===== config.mk =====
export PLATFORM = sky130hd
export DESIGN_NAME = dma_copy_engine
export DESIGN_NICKNAME = d
export VERILOG_FILES = /design/src/rtl/dma_copy_engine.sv
export SDC_FILE = /design/constraint.sdc
export NUM_CORES = 2
export LEC_CHECK = 0
export ABC_AREA = 0
export BUFFER_PORTS_ARGS = -buffer_cell sky130_fd_sc_hd__buf_4
export CAP_MARGIN = 20
export CORE_AREA = 2 2 638 640
export CTS_BUF_LIST = sky130_fd_sc_hd__clkbuf_4 sky130_fd_sc_hd__clkbuf_8 sky130_fd_sc_hd__clkbuf_16
export DETAILED_ROUTE_END_ITERATION = 8
export DIE_AREA = 0 0 640 642
export SLEW_MARGIN = 25
export SYNTH_ARGS = -nofsm -noshare
export SYNTH_HDL_FRONTEND = slang
export SYNTH_SLANG_ARGS = --single-unit

===== constraint.sdc =====
create_clock -name clk -period 4.4 [get_ports clk]
set_clock_uncertainty 0.2 [all_clocks]
set_input_delay 0.22 -clock clk [delete_from_list [all_inputs] [get_ports clk]]
set_output_delay 0.22 -clock clk [all_outputs]
set_load 0.02 [all_outputs]

===== src/rtl/dma_copy_engine.sv =====
`timescale 1ns/1ps
module dma_copy_engine #(
  parameter int ADDR_W   = 64,
  parameter int LEN_W    = 32,
  parameter int MAX_CODE = 6,
  localparam int CODE_W    = $clog2(MAX_CODE + 1),
  localparam int BUS_BYTES = 1 << MAX_CODE,
  localparam int BUS_W     = 8 * BUS_BYTES
) (
  input  logic              clk,
  input  logic              rst_n,
  input  logic              start,
  input  logic [31:0]       start_cfg,
  input  logic [LEN_W-1:0]  start_bytes,
  input  logic [ADDR_W-1:0] start_src,
  input  logic [ADDR_W-1:0] start_dst,
  output logic              rd_req_valid,
  input  logic              rd_req_ready,
  output logic [ADDR_W-1:0] rd_req_addr,
  output logic [CODE_W-1:0] rd_req_size,
  input  logic              rd_resp_valid,
  input  logic [BUS_W-1:0]  rd_resp_data,
  output logic              wr_req_valid,
  input  logic              wr_req_ready,
  output logic [ADDR_W-1:0] wr_req_addr,
  output logic [CODE_W-1:0] wr_req_size,
  output logic [BUS_W-1:0]  wr_req_data,
  output logic [BUS_BYTES-1:0] wr_req_strb,
  output logic              busy,
  output logic              done,
  output logic              err,
  output logic [31:0]       exec_cfg,
  output logic [LEN_W-1:0]  exec_bytes,
  output logic [ADDR_W-1:0] exec_src,
  output logic [ADDR_W-1:0] exec_dst
);
  localparam int WSZ_LSB = 24;
  localparam int RSZ_LSB = 28;
  localparam int REPEAT_BIT = 2;

  typedef enum logic [2:0] {S_IDLE, S_CHECK, S_RDREQ, S_RDWAIT, S_WRREQ} state_t;
  state_t state;

  logic [31:0]       snap_cfg;
  logic [LEN_W-1:0]  snap_bytes;
  logic [ADDR_W-1:0] snap_src, snap_dst;
  logic [CODE_W-1:0] code_q;
  logic [BUS_W-1:0]  beat_buf;

  wire [3:0] wsz = snap_cfg[WSZ_LSB +: 4];
  wire [3:0] rsz = snap_cfg[RSZ_LSB +: 4];
  wire [CODE_W-1:0] chk_code = (wsz > 4'(MAX_CODE)) ? CODE_W'(MAX_CODE) : wsz[CODE_W-1:0];
  wire [LEN_W-1:0]  chk_beat = LEN_W'(1) << chk_code;
  wire legal = (snap_bytes != '0) && (wsz == rsz) && ((snap_bytes & (chk_beat - LEN_W'(1))) == '0);

  wire [LEN_W-1:0]  beat_len  = LEN_W'(1) << code_q;
  wire [ADDR_W-1:0] beat_step = ADDR_W'(beat_len);
  wire [BUS_BYTES-1:0] byte_mask = ~({BUS_BYTES{1'b1}} << beat_len);
  wire last_beat = (exec_bytes == beat_len);

  assign busy         = (state != S_IDLE);
  assign rd_req_valid = (state == S_RDREQ);
  assign wr_req_valid = (state == S_WRREQ);
  assign rd_req_addr  = exec_src;
  assign wr_req_addr  = exec_dst;
  assign rd_req_size  = code_q;
  assign wr_req_size  = code_q;
  assign wr_req_strb  = byte_mask;

  for (genvar i = 0; i < BUS_BYTES; i++) begin : g_lane
    assign wr_req_data[8*i +: 8] = byte_mask[i] ? beat_buf[8*i +: 8] : 8'h00;
  end

  always_ff @(posedge clk or negedge rst_n) begin
    if (!rst_n) begin
      state      <= S_IDLE;
      snap_cfg   <= '0;
      snap_bytes <= '0;
      snap_src   <= '0;
      snap_dst   <= '0;
      code_q     <= '0;
      beat_buf   <= '0;
      done       <= 1'b0;
      err        <= 1'b0;
      exec_cfg   <= '0;
      exec_bytes <= '0;
      exec_src   <= '0;
      exec_dst   <= '0;
    end else begin
      case (state)
        S_IDLE: if (start) begin
          snap_cfg   <= start_cfg;
          snap_bytes <= start_bytes;
          snap_src   <= start_src;
          snap_dst   <= start_dst;
          state      <= S_CHECK;
        end
        S_CHECK: if (!legal) begin
          err   <= 1'b1;
          state <= S_IDLE;
        end else begin
          done       <= 1'b0;
          err        <= 1'b0;
          code_q     <= chk_code;
          exec_cfg   <= snap_cfg;
          exec_bytes <= snap_bytes;
          exec_src   <= snap_src;
          exec_dst   <= snap_dst;
          state      <= S_RDREQ;
        end
        S_RDREQ: if (rd_req_ready) state <= S_RDWAIT;
        S_RDWAIT: if (rd_resp_valid) begin
          beat_buf <= rd_resp_data;
          state    <= S_WRREQ;
        end
        S_WRREQ: if (wr_req_ready) begin
          if (last_beat) begin
            done  <= 1'b1;
            state <= S_IDLE;
            if (snap_cfg[REPEAT_BIT]) begin
              exec_bytes <= snap_bytes;
              exec_src   <= snap_src;
              exec_dst   <= snap_dst;
            end else begin
              exec_bytes <= '0;
              exec_src   <= exec_src + beat_step;
              exec_dst   <= exec_dst + beat_step;
            end
          end else begin
            exec_bytes <= exec_bytes - beat_len;
            exec_src   <= exec_src + beat_step;
            exec_dst   <= exec_dst + beat_step;
            state      <= S_RDREQ;
          end
        end
        default: state <= S_IDLE;
      endcase
    end
  end
endmodule


### Word-level counts from Yosys, hierarchy flattened

Index checks and enable logic that the tools add are counted.

* bitwise logic cells: 2
* muxes and demuxes: 92
* shifts and indexed selects: 3
* equality and inequality tests: 12
* reduce and logical (&&, ||, !) cells: 13
* $add $sub $neg: 4
* $lt $le $gt $ge: 1

Operators by type and width (number)
* $mux W64: 8
* $mux W8: 64
* $pmux W64 S2: 2
* $add A64 B32 Y64: 2
* $mux W32: 4
* $not A64 Y64: 1
* $pmux W32 S2: 1
* $shl A1 B3 Y32 const A: 2
* $shl A64 B32 Y64 const A: 1
* $and A32 B32 Y32: 1
* $eq A32 B32 Y1: 1
* $logic_not A32 Y1: 1
* $reduce_bool A32 Y1: 1
* $sub A32 B1 Y32 const B: 1
* $sub A32 B32 Y32: 1
* $mux W3: 5
* $pmux W3 S5: 1
* $reduce_and A4 Y1: 2
* $eq A3 B2 Y1 const B: 2
* $ne A2 B1 Y1 const B: 3
* $ne A2 B2 Y1 const B: 3
* $reduce_and A2 Y1: 3
* $eq A4 B4 Y1: 1
* $gt A4 B3 Y1 const B: 1
* 10 further kinds: 15

* output and inout bits: 907
* flip-flop bits (word level): 904

### Depth between registers and ports, before layout

* depth in word-level cells: 9
* mapped depth: 16
* mapped depth without buffers: 13

### Worst setup path after synthesis

Ideal clock, no wire load.

* path type: register to register
* start point: register code_q[1] (netlist: rd_req_size[1])
* end point: register exec_dst[36]
* setup time: 80 ps
* path slack: 101 ps
* data required time: 4120 ps
* stages on the path, launching flop included: 16
* arrival: 4020 ps
* cell sequence: dfrtp_1 clkbuf_1 nor2_1 inv_1 nor2_1 ha_1 inv_1 fa_1 nor2b_1 o31a_1 o22ai_1 clkbuf_1 nor4_1 nand3_1 a21oi_1 a2bb2oi_1

* longest elaborated chain between the ends: 6

RTL lines
* start, declared: RTL line 47 `logic [CODE_W-1:0] code_q;`
* start signal, assigned: RTL line 104 `code_q <= chk_code;`
* $shl A1 B3 Y32 *: RTL line 56 `wire [LEN_W-1:0] beat_len = LEN_W'(1) << code_q;`
* $add A64 B32 Y64: RTL line 127, 132
* $mux W64: RTL line 120 `if (snap_cfg[REPEAT_BIT]) begin`
* $mux W64 *: RTL line 117 `if (last_beat) begin`
* $mux W64 *: RTL line 116 `S_WRREQ: if (wr_req_ready) begin`
* $pmux W64 S2 *: RTL line 90 `case (state)`
* end signal, assigned: RTL line 123 `exec_dst <= snap_dst;`
* end signal, assigned: RTL line 127 `exec_dst <= exec_dst + beat_step;`
* end signal, assigned: RTL line 132 `exec_dst <= exec_dst + beat_step;`
* end, declared: RTL line 35 `output logic [ADDR_W-1:0] exec_dst`

Mark *: on every way between the ends. The rest lies on a longest branch, timed or not. The select of a mux whose other input is x is not followed.
A chain may end at the register's enable or synchronous reset.

### Worst setup path in the final report

* start point: register code_q[2] (netlist: rd_req_size[2])
* end point: output port wr_req_data[479]

* longest elaborated chain between the ends: 4

RTL lines
* $shl A1 B3 Y32: RTL line 56
* $shl A64 B32 Y64: RTL line 58 `wire [BUS_BYTES-1:0] byte_mask = ~({BUS_BYTES{1'b1}} << beat_len);`
* $not A64 Y64: RTL line 58
* $mux W8: RTL line 71 `assign wr_req_data[8*i +: 8] = byte_mask[i] ? beat_buf[8*i +: 8] : 8'h00;`
* end, declared: RTL line 27 `output logic [BUS_W-1:0] wr_req_data,`

No other way between the ends.

==> qor.csv <==
metric;value;unit
fin. max-slew vios;0;
gr usage total;16.1;%
vias per std cell;3.55;
Post-Syn Area;43300;um2
I/O pin cnt;1617;
Synth Area per Inst;11.5;um2
Pwr Total;53.5;mW
final hold vios;0;
final period utilization;94.9;%
CTS tree;built;
fill cell count;44200;
core area;404000;um2
synth top area cells;dfrtp_1, mux2_2, and3_1;
largest net degree at the start of global routing;182;
routed vias;42900;
die height;642;um
hold crit path type;primary input to flop;
slowest CP cell;buf_4;
Seq/Total Area, Yosys;52.2;%
Setup Viol. Count Final;0;
die area;411000;um2
clk_lat worst skew;0.88;ns
H-tree depth;4;
# DRC;0;
gate count of the mapped netlist;3766;
CTS max path bufs;4;
Pwr Density;676;nW/um2
# nets final;7240;
Slew HR;40.8;%
WP data arrival;3.76;ns
number of enable flip-flop cells after synthesis;0;
drt first pass iters;7;
Critical Path Source Type;flop;
asr flop ratio synth;100;%
grt ovf;0;
vias in the first global route;43000;
fin cells;12100;
max cap viols;0;
minimum clock period;4.18;ns
Leakage Power;36.1;nW
maximum vdd drop;607;uV
clock sink count;904;
critical path endpoint category;output pin;
dpl hpwl;284000;um
Critical Path RT;3.98;ns
Yosys warning count;0;
Starting Density;10.7;%
Routability Congestion;0.951;
WL per Instance;28.3;um
ys flop type;dfrtp_1;
RSZ-0062 raised after global routing;false;
layout cells sized above 1;41.8;%
Synth top area share;52.2;%
flops & latches, synth;904;
die extent in x;640;um
DRT Wirelength;343000;um
status;finished clean;
Clk pin slew, worst setup/hold paths;0.06;ns
critical path type;flop to output pin;
area grow syn2layout;82.8;%
Final ANT Viol Nets;0;
setup TNS;0;ns
initial antenna violation count;240;
Synth area leader;dfrtp_1;
pre-CTS WS;0.419;ns
crit-path cells;buf_4 -> buf_4 -> buf_12 -> and3_1 -> buf_4;
dpl cells;10500;
CTS Buf Count;134;
Max Clk Rate;240;MHz
first-pass GRT wire length;439000;um
Crit path top cell by count;buf_4;
PortBufs;1615;
Tightest Pin Transition;0.888;ns
CP peak stage delay;0.63;ns
Root Driver;clkbuf_16;
CP max FO;181;
setup repair bufs after CTS;0;
Iter 0 DRT Violations;2653;
Synth cell types;77;
Fin Hold WS;0.0667;ns
Rows;234;
Final WS setup;0.225;ns
-- state kept, by name (all words and copies together), names as in the netlist --
register,cells
exec_src,64
exec_cfg,32
done,1
rd_req_size,3
exec_dst,64
snap_cfg,32
state,3
snap_src,64
snap_dst,64
beat_buf,512
err,1
exec_bytes,32
snap_bytes,32
-- layout make-up --
type,count,area [um2],area share (%)
repair buffers,3046,26600,33.6
flip-flops and latches,904,22600,28.6
multi-input cells,2369,18200,23.0
well taps,5428,6790,8.58
clock buffers,183,3930,4.96
clock inverters,49,639,0.807
diodes,86,215,0.272
inverters,46,173,0.218
-- synthesized netlist by cell type (11+ instances only) --
master     number
a21o_1         17
a21oi_1       190
a22oi_1        12
a2bb2oi_1      22
a31oi_1        26
a32oi_1        15
and2_1        197
and3_1        281
and4_1         12
buf_2          50
buf_4         176
clkbuf_1      214
dfrtp_1       904
ha_1           26
inv_1          46
mux2_2        735
nand2_1       129
nand3_1        64
nand4_1        20
nor2_1        123
nor2b_1        68
nor3_1         28
nor4_1         21
o21a_1         14
o21ai_0       137
o22a_1         11
o22ai_1        53
or3_1          13
-- worst max-delay path, delay by kind of cell, from the launching register on --
kind | cells | cell delay (ns)
AND/OR/NAND/NOR | 1 | 0.41
buffers and inverters | 4 | 1.75
flip-flops | 1 | 0.45
-- through the flow --
stage / utilization (%) / instance area [um2]
2_1_floorplan: - / 43300
3_3_place_gp: 15.2 / 61300
3_5_place_dp: 15.2 / 61300
4_1_cts: 19.5 / 79000
5_1_grt: 19.6 / 79100
6_report: 19.6 / 79200
-- timing repair --
action,in CTS,in global routing
endpoints found under the hold margin,1167,0
resized for setup,0,1
setup endpoints to repair,0,3
hold buffers,1303,0
-- kinds of logic (layout without fill, tap and decap cells) --
| family | Yosys count | in the layout | share of synthesized area (%) |
|---|---|---|---|
| AND/OR/NAND/NOR | 993 | 993 | 12.9 |
| buffers and inverters | 494 | 3324 | 6.00 |
| XOR/XNOR | 14 | 14 | 0.283 |
| flip-flops | 904 | 904 | 52.2 |
| other | 2 | 89 | 0.0173 |
| multiplexers | 738 | 738 | 19.2 |
| AO/OA/AOI/OAI | 592 | 592 | 8.49 |
| adder cells (fa/ha/maj) | 29 | 29 | 0.890 |
-- routing by layer --
layer,up-vias,share of wire (%),track usage [%]
met4,118,5.3,6.81
li1,18900,-,-
met5,-,0.22,0
met2,1875,51,29.4
met3,648,8.4,5.77
met1,21400,35,16.6
-- cells in the final DEF (no fill, tap or decap), types with 11 or more instances in the layout --
master and instances:
a21o_1 16, a21oi_1 187, a22oi_1 12, a2bb2oi_1 22, a31oi_1 25, a32oi_1 15
and2_1 197, and3_1 281, and4_1 12, buf_12 36, buf_4 1706, clkbuf_16 136
clkbuf_4 20, clkbuf_8 27, clkinv_2 16, dfrtp_1 902, diode_2 86, dlygate4sd3_1 1302
ha_1 26, inv_1 46, mux2_2 735, nand2_1 127, nand3_1 64, nand4_1 20
nor2_1 119, nor2b_1 68, nor3_1 28, nor4_1 20, o21a_1 14, o21ai_0 137
o22a_1 11, o22ai_1 53, or3_1 12
-- final timing paths --
kind / from / end / slack (ns) / cells after the start
worst max-delay path: rd_req_size[2] / wr_req_data[479] / 0.22 / 5
worst min-delay path: rd_resp_data[215] / beat_buf[215] / 0.07 / 3
worst max register to register: rd_req_size[2] / exec_dst[52] / 0.42 / 12
worst min register to register: beat_buf[120] / beat_buf[120] / 0.29 / 1
max in group asynchronous: rst_n / beat_buf[128] / 2.72 / 5
min in group asynchronous: rst_n / exec_cfg[31] / 0.58 / 4
-- power breakdown --
| part | total (mW) | internal [mW] | switching [mW] | leakage (nW) |
|---|---|---|---|---|
| Combinational | 26.6 | 10.7 | 15.9 | 22.5 |
| Sequential | 15.4 | 11.9 | 3.58 | 11.4 |
| Clock | 11.5 | 6.87 | 4.59 | 2.27 |
| Total | 53.5 | 29.4 | 24.1 | 36.1 |
Power figures use the tool's default switching activity.
